<file path="src/rtl/cmp_pkg.sv">
package cmp_pkg;

    typedef struct packed {
        logic zero;
        logic neg;
        logic ovf;
        logic carry;
    } sub_flags_t;

    typedef struct packed {
        logic eq;
        logic lt;
        logic le;
        logic gt;
        logic ge;
    } rel_t;

    function automatic rel_t decode_rel(input sub_flags_t f);
        rel_t r;
        logic less;
        less = f.neg ^ f.ovf;
        r.eq = f.zero;
        r.lt = less;
        r.le = f.zero | less;
        r.gt = ~(f.zero | less);
        r.ge = ~less;
        return r;
    endfunction

endpackage

</file>
<file path="src/rtl/sub_ripple.sv">
module sub_ripple #(
    parameter int WIDTH = 4
) (
    input  logic [WIDTH-1:0] a,
    input  logic [WIDTH-1:0] b,
    input  logic             sub,
    output logic [WIDTH-1:0] sum,
    output logic             c_sign_in,
    output logic             c_out
);
    localparam int MSB = WIDTH - 1;

    logic [WIDTH:0]   chain;
    logic [WIDTH-1:0] b_eff;

    assign chain[0] = sub;

    for (genvar i = 0; i < WIDTH; i++) begin : g_stage
        assign b_eff[i]    = b[i] ^ sub;
        assign sum[i]      = a[i] ^ b_eff[i] ^ chain[i];
        assign chain[i+1]  = (a[i] & b_eff[i]) | (a[i] & chain[i]) | (b_eff[i] & chain[i]);
    end

    assign c_sign_in = chain[MSB];
    assign c_out     = chain[WIDTH];

    always_comb begin
        if (sub) begin
            p_diff_mod_r1: assert (sum == WIDTH'(a - b))
                else $error("subtract result mismatch");
        end
    end
endmodule

</file>
<file path="src/rtl/flag_unit.sv">
module flag_unit
    import cmp_pkg::*;
#(
    parameter int WIDTH = 4
) (
    input  logic [WIDTH-1:0] a,
    input  logic [WIDTH-1:0] b,
    input  logic [WIDTH-1:0] d,
    input  logic             c_sign_in,
    input  logic             c_out,
    output sub_flags_t       flags
);
    localparam int MSB = WIDTH - 1;

    always_comb begin
        flags.zero  = ~|d;
        flags.neg   = d[MSB];
        flags.ovf   = c_sign_in ^ c_out;
        flags.carry = c_out;
    end

    always_comb begin
        p_ovf_sign_rule_r3: assert (flags.ovf == ((a[MSB] != b[MSB]) && (d[MSB] != a[MSB])))
            else $error("overflow flag disagrees with sign rule");
        p_carry_unsigned_r2: assert (flags.carry == (a >= b))
            else $error("carry does not reflect unsigned order");
    end
endmodule

</file>
<file path="src/rtl/signed_sub_compare.sv">
module signed_sub_compare
    import cmp_pkg::*;
#(
    parameter int WIDTH = 4
) (
    input  logic [WIDTH-1:0] op_x,
    input  logic [WIDTH-1:0] op_y,
    output logic [WIDTH-1:0] diff,
    output logic             carry_out,
    output logic             flag_zero,
    output logic             flag_neg,
    output logic             flag_ovf,
    output logic             is_eq,
    output logic             is_lt,
    output logic             is_le,
    output logic             is_gt,
    output logic             is_ge
);
    logic       c_in_sign;
    logic       c_last;
    sub_flags_t fl;
    rel_t       rel;

    sub_ripple #(.WIDTH(WIDTH)) u_sub (
        .a(op_x), .b(op_y), .sub(1'b1),
        .sum(diff), .c_sign_in(c_in_sign), .c_out(c_last)
    );

    flag_unit #(.WIDTH(WIDTH)) u_flags (
        .a(op_x), .b(op_y), .d(diff),
        .c_sign_in(c_in_sign), .c_out(c_last), .flags(fl)
    );

    assign rel = decode_rel(fl);

    assign carry_out = fl.carry;
    assign flag_zero = fl.zero;
    assign flag_neg  = fl.neg;
    assign flag_ovf  = fl.ovf;
    assign is_eq     = rel.eq;
    assign is_lt     = rel.lt;
    assign is_le     = rel.le;
    assign is_gt     = rel.gt;
    assign is_ge     = rel.ge;

    always_comb begin
        p_one_relation_r8: assert ($countones({is_lt, is_eq, is_gt}) == 1)
            else $error("relation outputs not one-hot");
        p_lt_signed_r5: assert (is_lt == ($signed(op_x) < $signed(op_y)))
            else $error("less-than disagrees with signed order");
        p_eq_operands_r6: assert (is_eq == (op_x == op_y))
            else $error("equal disagrees with operands");
    end
endmodule

</file>
<file path="config.mk">
export PLATFORM = sky130hd
export DESIGN_NAME = signed_sub_compare
export DESIGN_NICKNAME = d
export VERILOG_FILES = /design/src/rtl/cmp_pkg.sv /design/src/rtl/sub_ripple.sv /design/src/rtl/flag_unit.sv /design/src/rtl/signed_sub_compare.sv
export SDC_FILE = /design/constraint.sdc
export NUM_CORES = 1
export LEC_CHECK = 0
export BUFFER_PORTS_ARGS = -buffer_cell sky130_fd_sc_hd__buf_4
export CAP_MARGIN = 5
export CORE_AREA = 3 3 40 42
export DETAILED_ROUTE_END_ITERATION = 7
export DIE_AREA = 0 0 43 45
export GPL_TIMING_DRIVEN = 0
export SLEW_MARGIN = 20
export SYNTH_ARGS = -nofsm -noshare
export SYNTH_HDL_FRONTEND = slang
export SYNTH_SLANG_ARGS = --single-unit
export TNS_END_PERCENT = 50
</file>
<file path="constraint.sdc">
create_clock -name vclk -period 3.11
set_clock_uncertainty 0.1 [all_clocks]
set_input_delay 0.622 -clock vclk [all_inputs]
set_output_delay 0.622 -clock vclk [all_outputs]
set_load 0.01 [all_outputs]
</file>
==> results of run 1 <==
-- synth_stat cells --
cell,number
fa_1,4
a41oi_1,1
and4_1,1
buf_4,2
ha_1,1
inv_1,10
a41o_1,1
xnor2_1,1
-- timing repair --
| action | CTS | global route |
|---|---|---|
| setup endpoints to repair | 6 | 6 |
| resized for setup | 5 | 2 |
| buffers inserted | 1 | 2 |
| pin swaps | 6 | 0 |
-- cells by family after synthesis --
kind of cell	count (synthesis)	synth area share, %
fa+ha+maj	5	51.0
compound gates	2	10.3
buf+inv	12	29.0
simple gates	1	4.83
xor+xnor	1	4.83
-- routing by layer --
| metal | track usage, % | up-vias | wire (µm) |
|---|---|---|---|
| li1 | - | 105 | - |
| met4 | 0 | 0 | 0 |
| met1 | 6.54 | 93 | 191 |
| met5 | 0 | - | 0 |
| met3 | 0.398 | 0 | 61 |
| met2 | 9.28 | 14 | 253 |
-- per-stage QoR --
stage                power, W  instances  utilization, %  TNS [ns]
finish               0.000111         59            33.7    -0.375
global route         0.000121         59            33.7    -0.629
CTS                  0.000104         57            31.7    -0.323
detailed placement   0.000102         57            30.3     -1.34
global placement     0.000101         57            30.3     -1.29
floorplan           0.0000532         21               -   -0.0804
-- critical path, stage by stage --
cell and delay [ns]:
buf_8 0.08, inv_8 0.03, ha_4 0.14, fa_2 0.33, fa_2 0.36, fa_2 0.57
and4_4 0.23, buf_6 0.09, buf_6 0.08
-- cell type report --
class              count  area [µm²]  area share, %
well taps             15        18.8           4.34
plain buffers          1        11.3           2.60
repair buffers        24         199           46.0
inverters             10        45.0           10.4
multi-input cells      9         159           36.7
-- worst min-delay path by stage --
| stage | from | to | slack (ns) |
|---|---|---|---|
| global route | op_y[0] | diff[0] | 1.56 |
| finish | op_y[0] | diff[0] | 1.52 |
| global placement | op_y[0] | diff[0] | 1.54 |
| detailed placement | op_y[0] | diff[0] | 1.55 |
| floorplan | op_y[0] | diff[0] | 1.32 |
| CTS | op_y[0] | diff[0] | 1.52 |
-- report_power, final --
part / switching (W) / internal [W] / leakage (nW)
Clock: 0 / 0 / 0
Combinational: 0.0000466 / 0.0000640 / 0.232
Sequential: 0 / 0 / 0
==> flow_summary.json, run 1 <==
{
  "status": "complete, but fails checks",
  "violations": "setup timing",
  "dpl_cell_area_um2": 389,
  "layout-drive-gt1-share_pct": 72.7,
  "hold_viol": 0,
  "drt_iter0_drc": 0,
  "drc": 0,
  "worst_setup_path_endpoint": "is_eq",
  "ant_nets": 0,
  "grt_pass1_vias": 210,
  "track_usage_pct": 4.92,
  "synth.top_cell.area_share_pct": 44.1,
  "synth.largest_area_cell": "fa_1",
  "die_area_um2": 1940,
  "io_pins": 21,
  "tightest_slew_ns": 0.133,
  "synth_cells": 21,
  "rsz0062_at_grt": "true",
  "synth_area_leaders": "fa_1 (44%), inv_1 (21%), buf_4 (8.3%)",
  "dieHeight_um": 45,
  "fin_area_um2": 433,
  "slew_headroom_pct": 91.0,
  "fill_cells": 152,
  "num_vias": 212,
  "vdd_drop_max_mv": 0.0793,
  "fin_nets": 59,
  "syn_area_per_cell_um2": 8.64,
  "critPathMaxFanout": 4,
  "io_buffers": 21,
  "gp_congestion": 0.616,
  "dp_hpwl_um": 455,
  "p_leak_nw": 0.232,
  "crit_required_ns": 2.39,
  "grt_max_degree": 5,
  "ff_latch_area_um2": 0,
  "design.seq.count": 0,
  "start_util_pct": 14.1,
  "cp-end-kind": "primary output",
  "period_share_pct": 105,
  "nClkBuffers": 0,
  "hold_buffers": 0,
  "grt_pass1_wl_um": 814,
  "slew_violations": 0,
  "hp-class": "input port to primary output",
  "worstPathArrival_ns": 2.54,
  "drt-total-wl_um": 506,
  "fp.coreArea_um2": 1280,
  "diodes": 0,
  "layout_common_cells": "buf_4 (20), inv_1 (9), buf_6 (4)",
  "viasPerCell": 3.59,
  "maxCapViolations": 0,
  "die_w_um": 43,
  "crit_type": "input port to primary output",
  "syn_area_um2": 181,
  "holdWs_ns": 1.52,
  "synthDistinctLibCells": 8,
  "first_pass_iters": 1,
  "start_kind": "input port",
  "mostFrequentLayoutCell": "buf_4",
  "ys_warn_count": 0,
  "fin_crit_ns": 3.26,
  "cp-startpoint": "op_x[0]",
  "area.growth.synth_to_final_pct": 139,
  "antenna_found_initial": 0,
  "setup_viol": 4,
  "fin_ws_ns": -0.150,
  "rows": 13,
  "overflow": 0,
  "powerDensity_nw_per_um2": 255,
  "routedWlPerCell_um": 8.58,
  "yosysSeqAreaShare_pct": 0,
  "dp_slack_ns": -0.324,
  "timing.fmax_ghz": 0.307,
  "hold_depth": 4,
  "synth_nets": 34
}
(Power assumes the default switching activity.)
==> run 2, diff against run 1 <==
--- a/config.mk
+++ b/config.mk
@@ -14,5 +14,6 @@
 export SLEW_MARGIN = 20
 export SYNTH_ARGS = -nofsm -noshare
 export SYNTH_HDL_FRONTEND = slang
+export SYNTH_HIERARCHICAL = 1
 export SYNTH_SLANG_ARGS = --single-unit
 export TNS_END_PERCENT = 50
==> run 2 against run 1 <==
Against the previous run: the run still ends with setup timing left; total power grew to 2.5 times the previous value; via count rose by 15%; cell area up 21%; largest cell class is now multi-input gates.
==> flow_summary.json, run 2 <==
{
  "ys_warn_count": 6,
  "routedWlPerCell_um": 7.23,
  "violations": "setup timing",
  "io_buffers": 21,
  "die_w_um": 43,
  "switching_share_pct": 41.6,
  "start_kind": "input port",
  "grt_max_degree": 5,
  "critPathMaxFanout": 3,
  "syn_area_per_cell_um2": 8.71,
  "syn_area_um2": 218,
  "crit_required_ns": 2.39,
  "slew_violations": 0,
  "p_leak_nw": 0.269,
  "dp_hpwl_um": 461,
  "synth.largest_area_cell": "fa_1",
  "power_switching_w": 0.000117,
  "fin_ws_ns": -0.164,
  "p_int_w": 0.000164,
  "synthDistinctLibCells": 15,
  "period_share_pct": 105,
  "ys_top_cells_by_count": "inv_1 (4), xor2_1 (4), buf_4 (3)",
  "drt_iter0_drc": 2,
  "vdd_drop_max_mv": 0.158,
  "nClkBuffers": 0,
  "combPwrFrac_pct": 100.0,
  "setup_viol": 4,
  "cpLargestDelayFamily": "adder cells",
  "path_buf_inv": 5,
  "crit_top_cell": "inv_2",
  "mostFrequentLayoutCell": "buf_4",
  "io_pins": 21,
  "crit_type": "input port to primary output",
  "first_pass_iters": 3,
  "powerDensity_nw_per_um2": 535,
  "gp_congestion": 0.650,
  "synth.top_cell.area_share_pct": 18.4,
  "seq_power_share_pct": 0,
  "drc": 0,
  "hold_viol": 0,
  "ff_latch_area_um2": 0,
  "layout-drive-gt1-share_pct": 77.8,
  "start_util_pct": 16.9,
  "design.seq.count": 0,
  "fp.coreArea_um2": 1280,
  "layout_common_cells": "buf_4 (23), buf_6 (5), conb_1 (4)",
  "die_area_um2": 1940,
  "cp-end-kind": "primary output",
  "maxCapViolations": 0,
  "pwr-share-clk_pct": 0,
  "track_usage_pct": 5.25,
  "crit_chain": "buf_8 -> mux2_4 -> fa_2 -> inv_2 -> fa_2 -> inv_2 -> o22a_1 -> xor2_2 -> xnor2_2 -> inv_2 -> nor2_4 -> buf_6",
  "path_depth": 12,
  "fin_nets": 67,
  "drt-total-wl_um": 499,
  "diodes": 0,
  "cp-startpoint": "op_y[0]",
  "rows": 13,
  "worst_setup_path_endpoint": "is_gt",
  "setup_tns_ns": -0.437,
  "worstPathArrival_ns": 2.55,
  "slowest_stage": "fa_2",
  "synth_area_leaders": "fa_1 (18%), xor2_1 (16%), buf_4 (10%)",
  "overflow": 0,
  "fill_cells": 137,
  "grt_pass1_vias": 227,
  "dieHeight_um": 45,
  "ant_nets": 0,
  "viasPerCell": 3.52,
  "fin_crit_ns": 3.27,
  "dp_slack_ns": -0.228,
  "synth_cells": 25,
  "area.growth.synth_to_final_pct": 141,
  "yosysSeqAreaShare_pct": 0,
  "grt_pass1_wl_um": 855,
  "slowest_delay_ns": 0.33,
  "rsz0062_at_grt": "true",
  "status": "complete, but fails checks",
  "antenna_found_initial": 0,
  "hp-class": "input port to primary output",
  "timing.fmax_ghz": 0.305,
  "num_vias": 243
}
## run 2: worst min-delay path by stage
stage,startpoint,end,slack (ns),cells past startpoint
final,op_x[0],diff[0],1.46,3
after global routing,op_x[0],diff[0],1.48,3
after CTS,op_x[0],diff[0],1.47,3
after detailed placement,op_x[0],diff[0],1.49,3
after global placement,op_x[0],diff[0],1.48,3
after floorplan,op_x[0],diff[0],1.26,1
## run 2: power groups by stage
stage | Clock (W) | Sequential, W | Combinational [W]
floorplan | 0 | 0 | 0.000135
global placement | 0 | 0 | 0.000233
detailed placement | 0 | 0 | 0.000235
CTS | 0 | 0 | 0.000268
global route | 0 | 0 | 0.000304
finish | 0 | 0 | 0.000281
## run 2: area by class of cell
type / instances / area, µm² / share of cell area [%]
plain buffers: 3 / 22.5 / 4.29
multi-input cells: 20 / 244 / 46.4
well taps: 15 / 18.8 / 3.57
inverters: 5 / 18.8 / 3.57
repair buffers: 26 / 221 / 42.1
## run 2: repair_timing
action | 4_1_cts | 5_1_grt
pin swaps | 1 | 0
resized for setup | 6 | 3
setup buffers | 2 | 3
setup endpoints to repair | 5 | 6
hold buffers | 0 | 0
## run 2: through the flow
| step | hold slack [ns] | power (W) | util (%) | cell area, µm² | instances |
|---|---|---|---|---|---|
| after floorplan | 1.26 | 0.000135 | - | 267 | 28 |
| after global placement | 1.48 | 0.000233 | 34.5 | 443 | 64 |
| after detailed placement | 1.49 | 0.000235 | 34.5 | 443 | 64 |
| after CTS | 1.47 | 0.000268 | 37.7 | 484 | 66 |
| after global routing | 1.48 | 0.000304 | 40.9 | 526 | 69 |
| final | 1.46 | 0.000281 | 40.9 | 526 | 69 |
## run 2: cells by family (layout without fill, tap and decap cells)
kind of cell    after synthesis  count (layout)  synth area share, %
buf+inv                       8              34                 19.0
xor+xnor                      7               7                 31.6
simple gates                  4               4                 14.4
fa+ha+maj                     3               3                 24.1
other cells                   1               4                 1.72
compound gates                1               1                 4.02
mux                           1               1                 5.17
## run 2: layer usage
metal	wire, µm	GRT usage, %	vias up
met2	287	11.4	12
met5	0	0	-
li1	-	-	125
met1	158	5.81	106
met4	0	0	0
met3	52	0.398	0
## run 2: tightest hold or removal path: cells and delay by family
| kind | cells | cell delay [ns] |
|---|---|---|
| XOR/XNOR | 1 | 0.10 |
| buffers and inverters | 2 | 0.22 |
==> run 3, diff against run 2 <==
--- a/config.mk
+++ b/config.mk
@@ -6,7 +6,7 @@
 export NUM_CORES = 1
 export LEC_CHECK = 0
 export BUFFER_PORTS_ARGS = -buffer_cell sky130_fd_sc_hd__buf_4
-export CAP_MARGIN = 5
+export CAP_MARGIN = 10
 export CORE_AREA = 3 3 40 42
 export DETAILED_ROUTE_END_ITERATION = 7
 export DIE_AREA = 0 0 43 45
==> constraint.sdc (replaced) <==
create_clock -name vclk -period 3.7
set_clock_uncertainty 0.1 [all_clocks]
set_input_delay 0.74 -clock vclk [all_inputs]
set_output_delay 0.74 -clock vclk [all_outputs]
set_load 0.01 [all_outputs]
==> run 3 against run 2 <==
Against the previous run: the run now ends clean; highest routed layer unchanged; cell area decreased by 21%; critical endpoint unchanged; worst hold slack improved by 0.23 ns; via count decreased by 9.1%.
==> flow_summary.json, run 3 (synthesis results as in run 2) <==
{
  "status": "finished clean",
  "fin_nets": 62,
  "rsz0062_at_grt": "false",
  "drt_iter0_drc": 0,
  "period_share_pct": 96.6,
  "crit_type": "input port to primary output",
  "gp_congestion": 0.606,
  "power_switching_w": 0.0000810,
  "start_kind": "input port",
  "setup_viol": 0,
  "worstHoldStart": "op_x[0]",
  "setup_tns_ns": 0,
  "viasPerCell": 3.45,
  "track_usage_pct": 4.74,
  "drt-total-wl_um": 424,
  "routedWlPerCell_um": 6.63,
  "area.growth.synth_to_final_pct": 90.8,
  "combPwrFrac_pct": 100.0,
  "overflow": 0,
  "switching_share_pct": 46.0,
  "mostFrequentLayoutCell": "buf_4",
  "slew_violations": 0,
  "hp-class": "input port to primary output",
  "powerDensity_nw_per_um2": 423,
  "timing.fmax_ghz": 0.280,
  "fp.coreArea_um2": 1280,
  "ff_latch_area_um2": 0,
  "die_area_um2": 1940,
  "maxCapViolations": 0,
  "cp-end-kind": "primary output",
  "rows": 13,
  "vdd_drop_max_mv": 0.145,
  "dieHeight_um": 45,
  "nClkBuffers": 0,
  "critPathMaxFanout": 3,
  "layout_common_cells": "buf_4 (24), inv_1 (4), conb_1 (4)",
  "io_buffers": 21,
  "grt_pass1_vias": 194,
  "first_pass_iters": 1,
  "drc": 0,
  "num_vias": 221,
  "p_leak_nw": 0.224,
  "post_cts_buffers": 0,
  "grt_pass1_wl_um": 772,
  "pwr-share-clk_pct": 0,
  "grt_max_degree": 5,
  "seq_power_share_pct": 0,
  "start_util_pct": 16.9,
  "design.seq.count": 0,
  "layout-drive-gt1-share_pct": 63.3,
  "fin_util_pct": 32.3,
  "hold_buffers": 0,
  "dp_hpwl_um": 433,
  "diodes": 0,
  "fin_crit_ns": 3.58,
  "p_int_w": 0.0000949,
  "die_w_um": 43,
  "cts_resized": 0,
  "crit_required_ns": 2.86,
  "cp-startpoint": "op_x[0]",
  "io_pins": 21,
  "antenna_found_initial": 0,
  "hold_viol": 0,
  "worstPathArrival_ns": 2.74,
  "ant_nets": 0
}
[run 3: layout make-up]
type                            count  area [µm²]
Buffer                              3        22.5
Tap cell                           15        18.8
Timing Repair Buffer               21         158
Fill cell                         143         870
Multi-Input combinational cell     20         198
Inverter                            5        18.8
[run 3: worst paths after layout]
| check | endpoint | cells after the start |
|---|---|---|
| setup / recovery | is_gt | 12 |
| hold / removal | diff[0] | 3 |
[run 3: metrics by stage]
stage,instance area (µm²),cells,power (W),hold slack (ns),worst slack (ns)
floorplan,229,28,0.0000934,1.48,0.111
global placement,405,64,0.000176,1.69,0.0274
detailed placement,405,64,0.000177,1.69,0.0288
CTS,405,64,0.000177,1.69,0.0260
global route,415,64,0.000195,1.72,0.00123
finish,415,64,0.000176,1.69,0.125
[run 3: critical path, stage by stage]
cell and delay, ns:
buf_4 0.11, mux2_1 0.30, fa_1 0.35, inv_1 0.07
fa_2 0.20, inv_1 0.07, o22a_1 0.24, xor2_2 0.20
xnor2_2 0.19, inv_2 0.06, nor2_2 0.07, buf_4 0.12
[run 3: power groups by stage]
stage                     Combinational (W)  Sequential (W)  Clock [W]
after floorplan                   0.0000934               0          0
after global placement             0.000176               0          0
after detailed placement           0.000177               0          0
after CTS                          0.000177               0          0
after global routing               0.000195               0          0
final                              0.000176               0          0
[run 3: routing by layer]
metal	share of wire, %	track usage [%]
met2	40	8.08
met1	36	6.25
met5	0	0
met4	0	0
met3	23	1.59
